## config.mk

```make
export PLATFORM = sky130hd
export DESIGN_NAME = sym10_decoder
export DESIGN_NICKNAME = d
export VERILOG_FILES = /design/src/rtl/sym10_pkg.sv /design/src/rtl/sym10_blk6_match.sv /design/src/rtl/sym10_blk4_match.sv /design/src/rtl/sym10_char_decode.sv /design/src/rtl/sym10_decoder.sv
export SDC_FILE = /design/constraint.sdc
export NUM_CORES = 1
export LEC_CHECK = 0
export ABC_AREA = 1
export CELL_PAD_IN_SITES_DETAIL_PLACEMENT = 1
export CELL_PAD_IN_SITES_GLOBAL_PLACEMENT = 2
export CORE_MARGIN = 4
export CORE_UTILIZATION = 27
export CTS_BUF_LIST = sky130_fd_sc_hd__clkbuf_4
export DETAILED_ROUTE_END_ITERATION = 8
export PLACE_DENSITY = 0.87
export SYNTH_ARGS = -nofsm -noshare
export SYNTH_HDL_FRONTEND = slang
export SYNTH_HIERARCHICAL = 1
export SYNTH_SLANG_ARGS = --single-unit
```

## constraint.sdc

```tcl
create_clock -name clk -period 3.92 [get_ports clk]
set_input_delay 0.98 -clock clk [delete_from_list [all_inputs] [get_ports clk]]
set_output_delay 0.98 -clock clk [all_outputs]
set_load 0.02 [all_outputs]
```

## src/rtl/sym10_pkg.sv

```systemverilog
`timescale 1ns/1ps
package sym10_pkg;
  localparam int CODE_W = 10;
  localparam int BYTE_W = 8;
  localparam int B6_W   = 6;
  localparam int B4_W   = 4;
  localparam int NUM_X  = 1 << (B6_W - 1);
  localparam int NUM_Y  = 1 << (B4_W - 1);
  localparam int X_W    = $clog2(NUM_X);
  localparam int Y_W    = $clog2(NUM_Y);

  // 6-bit block for data index x, given running disparity (1 = positive)
  function automatic logic [B6_W-1:0] enc6(input logic [X_W-1:0] x, input logic rdp);
    logic [B6_W-1:0] n;
    case (x)
      5'd0:  n = 6'b100111;  5'd1:  n = 6'b011101;
      5'd2:  n = 6'b101101;  5'd3:  n = 6'b110001;
      5'd4:  n = 6'b110101;  5'd5:  n = 6'b101001;
      5'd6:  n = 6'b011001;  5'd7:  n = 6'b111000;
      5'd8:  n = 6'b111001;  5'd9:  n = 6'b100101;
      5'd10: n = 6'b010101;  5'd11: n = 6'b110100;
      5'd12: n = 6'b001101;  5'd13: n = 6'b101100;
      5'd14: n = 6'b011100;  5'd15: n = 6'b010111;
      5'd16: n = 6'b011011;  5'd17: n = 6'b100011;
      5'd18: n = 6'b010011;  5'd19: n = 6'b110010;
      5'd20: n = 6'b001011;  5'd21: n = 6'b101010;
      5'd22: n = 6'b011010;  5'd23: n = 6'b111010;
      5'd24: n = 6'b110011;  5'd25: n = 6'b100110;
      5'd26: n = 6'b010110;  5'd27: n = 6'b110110;
      5'd28: n = 6'b001110;  5'd29: n = 6'b101110;
      5'd30: n = 6'b011110;  default: n = 6'b101011;
    endcase
    if (rdp && (($countones(n) != 3) || (n == 6'b111000))) n = ~n;
    return n;
  endfunction

  function automatic logic [B6_W-1:0] enc6_k28(input logic rdp);
    return rdp ? 6'b110000 : 6'b001111;
  endfunction

  // 4-bit block for data index y, given disparity after the 6-bit block
  function automatic logic [B4_W-1:0] enc4d(input logic [Y_W-1:0] y, input logic rdp);
    logic [B4_W-1:0] n;
    case (y)
      3'd0: n = 4'b1011; 3'd1: n = 4'b1001; 3'd2: n = 4'b0101; 3'd3: n = 4'b1100;
      3'd4: n = 4'b1101; 3'd5: n = 4'b1010; 3'd6: n = 4'b0110; default: n = 4'b1110;
    endcase
    if (rdp && (($countones(n) != 2) || (n == 4'b1100))) n = ~n;
    return n;
  endfunction

  // 4-bit block following K28, given disparity after the 6-bit block
  function automatic logic [B4_W-1:0] enc4k(input logic [Y_W-1:0] y, input logic rdp);
    logic [B4_W-1:0] n;
    case (y)
      3'd0: n = 4'b1011; 3'd1: n = 4'b0110; 3'd2: n = 4'b1010; 3'd3: n = 4'b1100;
      3'd4: n = 4'b1101; 3'd5: n = 4'b0101; 3'd6: n = 4'b1001; default: n = 4'b0111;
    endcase
    return rdp ? ~n : n;
  endfunction

  // alternate form of the y=7 block
  function automatic logic [B4_W-1:0] enc4alt(input logic rdp);
    return rdp ? 4'b1000 : 4'b0111;
  endfunction

  // data x values whose y=7 must use the alternate form at this disparity
  function automatic logic alt_needed(input logic [X_W-1:0] x, input logic rdp);
    if (rdp) return (x == 5'd11) || (x == 5'd13) || (x == 5'd14);
    else     return (x == 5'd17) || (x == 5'd18) || (x == 5'd20);
  endfunction

  function automatic logic alt_ctrl_x(input logic [X_W-1:0] x);
    return (x == 5'd23) || (x == 5'd27) || (x == 5'd29) || (x == 5'd30);
  endfunction

  function automatic logic rd_step6(input logic [B6_W-1:0] s, input logic prev);
    int ones;
    ones = $countones(s);
    if (ones > 3)             return 1'b1;
    else if (ones < 3)        return 1'b0;
    else if (s == 6'b000111)  return 1'b1;
    else if (s == 6'b111000)  return 1'b0;
    else                      return prev;
  endfunction

  function automatic logic rd_step4(input logic [B4_W-1:0] s, input logic prev);
    int ones;
    ones = $countones(s);
    if (ones > 2)           return 1'b1;
    else if (ones < 2)      return 1'b0;
    else if (s == 4'b0011)  return 1'b1;
    else if (s == 4'b1100)  return 1'b0;
    else                    return prev;
  endfunction
endpackage

```

## src/rtl/sym10_blk6_match.sv

```systemverilog
`timescale 1ns/1ps
module sym10_blk6_match
  import sym10_pkg::*;
(
  input  logic [B6_W-1:0] blk,
  input  logic            rd,
  output logic [NUM_X-1:0] hit,
  output logic            k28,
  output logic [X_W-1:0]  idx,
  output logic            rd_mid
);
  for (genvar gi = 0; gi < NUM_X; gi++) begin : g_cmp
    assign hit[gi] = (blk == enc6(X_W'(gi), rd));
  end

  assign k28    = (blk == enc6_k28(rd));
  assign rd_mid = rd_step6(blk, rd);

  always_comb begin
    idx = '0;
    for (int i = 0; i < NUM_X; i++)
      if (hit[i]) idx = idx | X_W'(i);
  end

  // a 6-bit block names at most one data index, and never also K28
  always_comb begin
    p_unique6_r2: assert ($onehot0(hit) && !(k28 && (|hit)));
  end
endmodule

```

## src/rtl/sym10_blk4_match.sv

```systemverilog
`timescale 1ns/1ps
module sym10_blk4_match
  import sym10_pkg::*;
(
  input  logic [B4_W-1:0]  blk,
  input  logic             rd_mid,
  output logic [NUM_Y-1:0] dhit,
  output logic [NUM_Y-1:0] khit,
  output logic             alt_hit
);
  for (genvar gj = 0; gj < NUM_Y; gj++) begin : g_cmp
    assign dhit[gj] = (blk == enc4d(Y_W'(gj), rd_mid));
    assign khit[gj] = (blk == enc4k(Y_W'(gj), rd_mid));
  end

  assign alt_hit = (blk == enc4alt(rd_mid));

  // each 4-bit table gives at most one index
  always_comb begin
    p_unique4_r3: assert ($onehot0(dhit) && $onehot0(khit) && !(alt_hit && dhit[NUM_Y-1]));
  end
endmodule

```

## src/rtl/sym10_char_decode.sv

```systemverilog
`timescale 1ns/1ps
module sym10_char_decode
  import sym10_pkg::*;
(
  input  logic [CODE_W-1:0] code,
  input  logic              rd,
  output logic [BYTE_W-1:0] value,
  output logic              is_ctrl,
  output logic              bad,
  output logic              blk6_ok,
  output logic              rd_next
);
  logic [NUM_X-1:0] hit6;
  logic             k28;
  logic [X_W-1:0]   x_idx;
  logic             rd_mid;
  logic [NUM_Y-1:0] dhit, khit;
  logic             alt_hit;
  logic [Y_W-1:0]   y_idx;
  logic [X_W-1:0]   x_out;
  logic             ok;
  logic             need_alt;

  sym10_blk6_match u_b6 (
    .blk(code[CODE_W-1:B4_W]), .rd(rd), .hit(hit6), .k28(k28),
    .idx(x_idx), .rd_mid(rd_mid)
  );

  sym10_blk4_match u_b4 (
    .blk(code[B4_W-1:0]), .rd_mid(rd_mid), .dhit(dhit), .khit(khit),
    .alt_hit(alt_hit)
  );

  assign need_alt = alt_needed(x_idx, rd_mid);

  always_comb begin
    ok      = 1'b0;
    is_ctrl = 1'b0;
    y_idx   = '0;
    x_out   = x_idx;
    if (k28) begin
      x_out   = X_W'(28);
      is_ctrl = 1'b1;
      ok      = |khit;
      for (int j = 0; j < NUM_Y; j++)
        if (khit[j]) y_idx = y_idx | Y_W'(j);
    end else if (|hit6) begin
      if (|dhit[NUM_Y-2:0]) begin
        ok = 1'b1;
        for (int j = 0; j < NUM_Y - 1; j++)
          if (dhit[j]) y_idx = y_idx | Y_W'(j);
      end else if (dhit[NUM_Y-1] && !need_alt) begin
        ok    = 1'b1;
        y_idx = Y_W'(NUM_Y - 1);
      end else if (alt_hit && need_alt) begin
        ok    = 1'b1;
        y_idx = Y_W'(NUM_Y - 1);
      end else if (alt_hit && alt_ctrl_x(x_idx)) begin
        ok      = 1'b1;
        is_ctrl = 1'b1;
        y_idx   = Y_W'(NUM_Y - 1);
      end
    end
  end

  assign value   = {y_idx, x_out};
  assign bad     = !ok;
  assign blk6_ok = k28 || (|hit6);
  // disparity always follows the received bits, flagged or not
  assign rd_next = rd_step4(code[B4_W-1:0], rd_mid);
endmodule

```

## src/rtl/sym10_decoder.sv

```systemverilog
`timescale 1ns/1ps
module sym10_decoder
  import sym10_pkg::*;
(
  input  logic              clk,
  input  logic              rst_n,
  input  logic              raw_mode,
  input  logic              in_valid,
  output logic              in_ready,
  input  logic [CODE_W-1:0] in_code,
  output logic              out_valid,
  input  logic              out_ready,
  output logic [BYTE_W-1:0] out_data,
  output logic              out_ctrl,
  output logic              out_err
);
  logic              rd_q;
  logic [BYTE_W-1:0] dec_value;
  logic              dec_ctrl, dec_bad, dec_blk6_ok, dec_rd_next;
  logic              accept;

  sym10_char_decode u_dec (
    .code(in_code), .rd(rd_q), .value(dec_value), .is_ctrl(dec_ctrl),
    .bad(dec_bad), .blk6_ok(dec_blk6_ok), .rd_next(dec_rd_next)
  );

  assign in_ready = !out_valid || out_ready;
  assign accept   = in_valid && in_ready;

  always_ff @(posedge clk) begin
    if (!rst_n) begin
      out_valid <= 1'b0;
      out_data  <= '0;
      out_ctrl  <= 1'b0;
      out_err   <= 1'b0;
      rd_q      <= 1'b0;
    end else begin
      if (accept) begin
        out_valid <= 1'b1;
        if (raw_mode) begin
          out_ctrl <= in_code[CODE_W-1];
          out_data <= in_code[CODE_W-2:1];
          out_err  <= in_code[0];
        end else begin
          out_ctrl <= dec_ctrl;
          out_data <= dec_value;
          out_err  <= dec_bad;
          rd_q     <= dec_rd_next;
        end
      end else if (out_ready) begin
        out_valid <= 1'b0;
      end
    end
  end

  p_hold_r10: assert property (@(posedge clk) disable iff (!rst_n)
    (out_valid && !out_ready) |=> (out_valid && $stable(out_data) && $stable(out_ctrl) && $stable(out_err)));

  p_latency_r9: assert property (@(posedge clk) disable iff (!rst_n)
    (in_valid && in_ready) |=> out_valid);

  p_drain_r9: assert property (@(posedge clk) disable iff (!rst_n)
    (!in_valid && out_ready) |=> !out_valid);

  p_raw_keeps_rd_r11: assert property (@(posedge clk) disable iff (!rst_n)
    (in_valid && in_ready && raw_mode) |=> $stable(rd_q));

  p_bad_block_r4: assert property (@(posedge clk) disable iff (!rst_n)
    (in_valid && in_ready && !raw_mode && !dec_blk6_ok) |=> out_err);
endmodule

```

---- Word level (Yosys, flattened, before mapping) ----
Index checks and enable logic that the tools add are counted.
storage, ports and cells
  register bits ........................... 12
  latch bits .............................. 0
  bits in writable memories ............... 0
  bits in read-only memories .............. 0
  bits of input ports ..................... 15
  output and inout port bits .............. 12
  word-level logic and storage cells ...... 300
  memories ................................ 0
cells by class
  add/subtract/negate cells ............... 8
  multiply operators ...................... 0
  div/mod/pow operators ................... 0
  order comparisons ....................... 4
  equality and inequality tests ........... 63
  shift operators ......................... 0
  multiplexer cells ....................... 201
  bitwise gates (word level) .............. 0
  reduce and logical (&&, ||, !) cells .... 19
operator list
  operator                                                        number
  two-way mux 3 bit                                               61
  == test 6 bit                                                   15
  two-way mux 6 bit                                               15
  two-way mux 5 bit                                               17
  two-way mux 1 bit                                               80
  two-way mux 4 bit                                               17
  adder 32 bit                                                    2
  greater-than comparator 32 x 3 -> 1 bit, second input constant  2
  < comparator 32 x 3 -> 1 bit, second input constant             2
  == test 6 bit, second input constant                            10
  two-way mux 8 bit                                               5
  == test 4 bit                                                   9
  == test 6 x 5 -> 1 bit, second input constant                   6
  == test 5 bit, second input constant                            7
  OR reduction 32 bit                                             1
  == test 6 x 4 -> 1 bit, second input constant                   3
  == test 5 x 4 -> 1 bit, second input constant                   3
  == test 4 bit, second input constant                            3
  two-way mux 2 bit                                               6
  adder 1 x 1 -> 2 bit                                            5
  == test 4 x 3 -> 1 bit, second input constant                   2
  logical OR 1 bit                                                8
  OR reduction 8 bit                                              1
  OR reduction 7 bit                                              1
  9 further kinds                                                 14

---- Longest topological paths before layout ----
  depth in word-level cells ............... 65
  gate-level depth with buffers ........... 27
  depth with buffers taken out ............ 26

---- Cells and area by module ----
The synthesis kept the hierarchy.
by module, submodules not included
  module             times used  cells an instance  area each (um2)
  sym10_blk6_match   1           187                999.7
  sym10_decoder      1           110                648.1
  sym10_char_decode  1           119                575.6
  sym10_blk4_match   1           57                 289.0

---- Worst setup path after synthesis ----
OpenSTA, ideal clock, no wires.
  path type ............................... input to register
  start ................................... in in_code[6]
  end ..................................... reg out_data[5]
  arrival time ............................ 3.809 ns
  setup slack ............................. -0.001 ns
  stages on the path ...................... 20
  buffers on the path ..................... 2
  path through ............................ ha_1 -> fa_1 -> ha_1 -> nand2_1 -> o21ai_0 -> buf_6 -> clkinv_8 -> nand2_1 -> nand2_2 -> nand2_1 -> nor2_1 -> buf_4 -> or2_0 -> or3_1 -> a21oi_1 -> nor2_1 -> nand2_1 -> nand2_1 -> nor2_1 -> nor2_1
on the way
  elaborated cells on any way between the ends .. 175
  classes of those cells .................. 3 x add/sub; 2 x order compare; 52 x eq/ne; 105 x mux; 13 x reduce/logical
RTL lines
  what                                                                   RTL line                 text
  from (decl)                                                            sym10_decoder.sv:10      input logic [CODE_W-1:0] in_code,
  parallel branches: the longest is 10 deep, another holds adder 32 bit  -
  two-way mux 1 bit *                                                    sym10_pkg.sv:80          if (ones > 3) return 1'b1;
  via u_dec.rd_mid                                                       sym10_char_decode.sv:16  logic rd_mid;
  two-way mux 4 bit *                                                    sym10_pkg.sv:64          return rdp ? 4'b1000 : 4'b0111;
  == test 4 bit *                                                        sym10_blk4_match.sv:16   assign alt_hit = (blk == enc4alt(rd_mid));
  via u_dec.alt_hit                                                      sym10_char_decode.sv:18  logic alt_hit;
  logical AND 1 bit                                                      sym10_char_decode.sv:58  end else if (alt_hit && alt_ctrl_x(x_idx)) begin
  two-way mux 3 bit                                                      sym10_char_decode.sv:58
  [18 not listed]                                                        -
  two-way mux 3 bit                                                      sym10_char_decode.sv:41  if (k28) begin
  two-way mux 3 bit *                                                    sym10_char_decode.sv:41
  via dec_value[5]                                                       sym10_decoder.sv:18      logic [BYTE_W-1:0] dec_value;
  two-way mux 8 bit *                                                    sym10_decoder.sv:40      if (raw_mode) begin
  two-way mux 8 bit *                                                    sym10_decoder.sv:38      if (accept) begin
  two-way mux 8 bit *                                                    sym10_decoder.sv:31      if (!rst_n) begin
  two-way mux 8 bit *                                                    sym10_decoder.sv:38
  two-way mux 8 bit *                                                    sym10_decoder.sv:31
  to (signal assigned)                                                   sym10_decoder.sv:42      out_data <= in_code[CODE_W-2:1];
  to (signal assigned)                                                   sym10_decoder.sv:46      out_data <= dec_value;
  to (decl)                                                              sym10_decoder.sv:13      output logic [BYTE_W-1:0] out_data,
Mark *: on every way through the listed nets, which the timed path passes. The select of a mux whose other input is x is not followed.
A chain may end at the register's enable or synchronous reset.

---- Final worst setup path ----
  start ................................... in in_code[8]
  end ..................................... reg out_data[5]
on the way
  elaborated cells on any way between the ends .. 174
  classes of those cells .................. 2 x add/sub; 2 x order compare; 52 x eq/ne; 105 x mux; 13 x reduce/logical
RTL lines
  what                                                                   RTL line
  parallel branches: the longest is 10 deep, another holds adder 32 bit  -
  two-way mux 1 bit *                                                    sym10_pkg.sv:80
  via u_dec.rd_mid                                                       sym10_char_decode.sv:16
  two-way mux 4 bit *                                                    sym10_pkg.sv:64
  == test 4 bit *                                                        sym10_blk4_match.sv:16
  via u_dec.alt_hit                                                      sym10_char_decode.sv:18
  logical AND 1 bit                                                      sym10_char_decode.sv:58
  two-way mux 3 bit                                                      sym10_char_decode.sv:58
  [18 not listed]                                                        -
  two-way mux 3 bit                                                      sym10_char_decode.sv:41
  two-way mux 3 bit *                                                    sym10_char_decode.sv:41
  via dec_value[5]                                                       sym10_decoder.sv:18
  two-way mux 8 bit *                                                    sym10_decoder.sv:40
  two-way mux 8 bit *                                                    sym10_decoder.sv:38
  two-way mux 8 bit *                                                    sym10_decoder.sv:31
  two-way mux 8 bit *                                                    sym10_decoder.sv:38
  two-way mux 8 bit *                                                    sym10_decoder.sv:31
Marked as above.

==> flow_metrics.py <==
metrics = {
    "clock_network": {
        "cts_buffers": 3,
        "cts_root_buf": "clkbuf_4",
        "clock_latency_ns": 0.27,
        "clock-sinks": 12,
        "hold_buffers": 0,
        "cts.path.max_buffers": 2,
        "clk_pin_slew_ns": 0.08,
        "cts_tree": "done",
        "htree_levels": 1,
    },
    "grt": {
        "grt.total_usage_pct": 14.5,
        "grt_max_degree": 22,
        "grt_pass1_vias": 2940,
        "grt_pass1_wl_um": 13600,
        "antenna_found_initial": 0,
        "grt_overflow": 0,
    },
    "synthesis": {
        "synth_edf_count": 0,
        "synth-seq-cells": 12,
        "yosysSeqAreaShare_pct": 9.56,
        "synth_xor_area_share_pct": 0,
        "netlist.area_leader.share_pct": 21.8,
        "synth_simple_gate_area_share_pct": 59.0,
        "synth_warnings": 6,
        "dominantRegCellSynth": "dfxtp_1",
        "synth_top_family_by_area": "simple AND/OR/NAND/NOR gates",
        "synth_compound_area_share_pct": 2.59,
        "synth_nets": 510,
        "synthMuxAreaShare_pct": 0,
        "synthCells": 473,
        "synth_top_area_cell": "nand2_1",
        "synthAdderAreaFrac_pct": 11.9,
        "synth_area_leaders": "nand2_1 22%, nor2_1 12%, inv_1 12%",
        "syn_area_um2": 2510,
        "syn_area_per_cell_um2": 5.31,
        "async_reset_ff_share_pct": 0,
        "synth.distinct_cells": 32,
    },
    "floorplanning": {
        "die_w_um": 104,
        "die_h_um": 104,
        "coreArea_um2": 8890,
        "row_count": 34,
        "io_pins": 27,
        "die-area_um2": 10900,
        "start_util_pct": 28.3,
    },
    "power": {
        "power-per-cell-area_nw_per_um2": 226,
        "p_seq_share_pct": 19.2,
        "p_sw_share_pct": 48.2,
        "intPower_w": 0.000383,
        "vdd_drop_max_mv": 0.104,
        "p_clk_share_pct": 10.4,
        "p_sw_w": 0.000356,
        "leakagePower_nw": 2.04,
        "p_comb_share_pct": 70.4,
    },
    "setup_path": {
        "cp_slowest_cell": "fa_1",
        "crit_path_max_incr_delay_ns": 0.42,
        "cp_max_fo": 8,
        "endpoint_kind": "register",
        "cp-start-kind": "input port",
        "r2r-start": "rd_q",
        "crit_chain": "clkbuf_2 > inv_1 > ha_1 > inv_1 > fa_1 > inv_2 > ha_4 > inv_1 > ha_2 > o21ai_4 > buf_12 > clkinv_8 > nand2_2 > nand2_2 > nand2_4 > nor2_4 > or2_0 > or3_1 > a21oi_1 > nor2_1 > nand2_1 > nand2_1 > nor2_1 > nor2_1",
        "critPathKind": "in -> reg",
        "cp_data_arrival_time_ns": 3.90,
        "reg2reg_depth": 21,
        "required_ns": 4.10,
        "crit_start": "in_code[8]",
    },
    "routing": {
        "drcViolationCount": 0,
        "drt_iter0_markers": 70,
        "num_vias": 2926,
        "drt.antenna.violating_nets": 0,
        "wirelength_um": 7880,
        "drtPass1Iterations": 4,
        "viasPerCell": 4.62,
        "wl_per_cell_um": 12.4,
    },
    "cells_and_area": {
        "area_growth_syn_to_layout_pct": 29.9,
        "final_common_cell": "nand2_1",
        "ff_latch_area_um2": 240,
        "final_cell_mix": "137 x nand2_1, 76 x inv_1, 76 x nor2_1",
        "stdcell_area_um2": 3260,
        "drive_gt1_share_pct": 21.3,
        "finalNetCount": 564,
        "final.fill_count": 1207,
        "multi_input_area_um2": 2000,
        "utilization_pct": 36.7,
        "n_antenna_cell": 0,
    },
    "worst_hold_path": {
        "hp-class": "reg -> reg",
        "hold_start": "out_data[1]",
        "hold_path_depth": 4,
    },
    "place": {
        "port_buffers": 26,
        "dpl-instance-area_um2": 3060,
        "gp_congestion": 0.867,
        "pre_cts_slack_ns": -0.592,
        "dp_hpwl_um": 6610,
    },
    "sta": {
        "setup_slack_ns": 0.200,
        "slew_violations": 0,
        "final_hold_viol_count": 0,
        "finClkSkew_ns": 0.00987,
        "period_minus_slack_ns": 3.72,
        "setup_violations": 0,
        "holdWs_ns": 0.517,
        "worst_pin_slew_ns": 0.525,
        "post-route-period-util_pct": 94.9,
        "relSlewSlack_pct": 64.9,
        "fmax_ghz": 0.269,
    },
    "run": {
        "maxCapViolCount": 0,
    },
    "run_status": {
        "status": "completed",
    },
}
## timing repair
item / CTS / global route
buffers inserted: 1 / 1
endpoints found under the setup margin: 5 / 5
cloned: 1 / 0
pin swaps: 11 / 16
resized for setup: 19 / 41
## layout make-up
cell class | count | area share [%]
inverters | 83 | 9.93
well taps | 108 | 4.14
flip-flops and latches | 12 | 7.36
repair buffers | 62 | 16.6
clock buffers | 3 | 0.690
clock inverters | 1 | 0.115
multi-input cells | 365 | 61.2
## power by group through the flow
stage               clock (W)  sequential, W  combinational, W
floorplan                   0       0.000154          0.000295
global placement            0       0.000144          0.000440
detailed placement          0       0.000144          0.000452
CTS                 0.0000822       0.000142          0.000482
finish              0.0000771       0.000141          0.000520
global route        0.0000919       0.000143          0.000584
## cells by family (layout without fill, tap and decap cells)
logic type | Yosys count | count (layout)
adder cells (fa/ha/maj) | 22 | 22
flip-flops | 12 | 12
AO/OA/AOI/OAI | 10 | 10
AND/OR/NAND/NOR | 333 | 333
buffers and inverters | 96 | 149
## through the flow
stage | instances | TNS (ns) | power [W]
6_report | 634 | 0 | 0.000738
5_1_grt | 634 | -0.0209 | 0.000819
4_1_cts | 633 | 0 | 0.000706
3_5_place_dp | 627 | -2.82 | 0.000597
3_3_place_gp | 627 | -2.17 | 0.000585
2_1_floorplan | 473 | 0 | 0.000449
## Yosys cell counts, types with 4 or more instances
| cell type | count |
|---|---|
| inv_1 | 78 |
| nor2_2 | 6 |
| buf_4 | 8 |
| nor2_1 | 81 |
| a21oi_1 | 4 |
| nand3_1 | 47 |
| dfxtp_1 | 12 |
| nand2_2 | 22 |
| nor2_4 | 4 |
| ha_1 | 19 |
| inv_2 | 4 |
| nand2_1 | 146 |
| nor3_1 | 14 |
## per-layer routing
| metal | up-vias | share of wire [%] | GRT usage [%] |
|---|---|---|---|
| met5 | - | 0 | 0 |
| met4 | 0 | 0.89 | 1.99 |
| met3 | 6 | 1.4 | 1.30 |
| met2 | 22 | 50 | 26.8 |
| met1 | 1365 | 48 | 18.6 |
| li1 | 1533 | - | - |
## flip-flops by register name (all words and copies together), names as in the netlist
| name | flops |
|---|---|
| out_valid | 1 |
| rd_q | 1 |
| out_ctrl | 1 |
| out_err | 1 |
| out_data | 8 |
## final timing paths
| kind | endpoint | slack (ns) |
|---|---|---|
| max reg2reg | out_data[6] | 1.05 |
| max | out_data[5] | 0.20 |
| min reg2reg | out_data[1] | 0.52 |
| min | out_data[1] | 0.52 |
## worst max-delay path, delay by kind of cell
| kind | cells | cell delay [ns] |
|---|---|---|
| compound gates | 2 | 0.23 |
| fa+ha+maj | 4 | 0.98 |
| buf+inv | 7 | 0.59 |
| simple gates | 11 | 1.11 |
(Power assumes the default switching activity.)
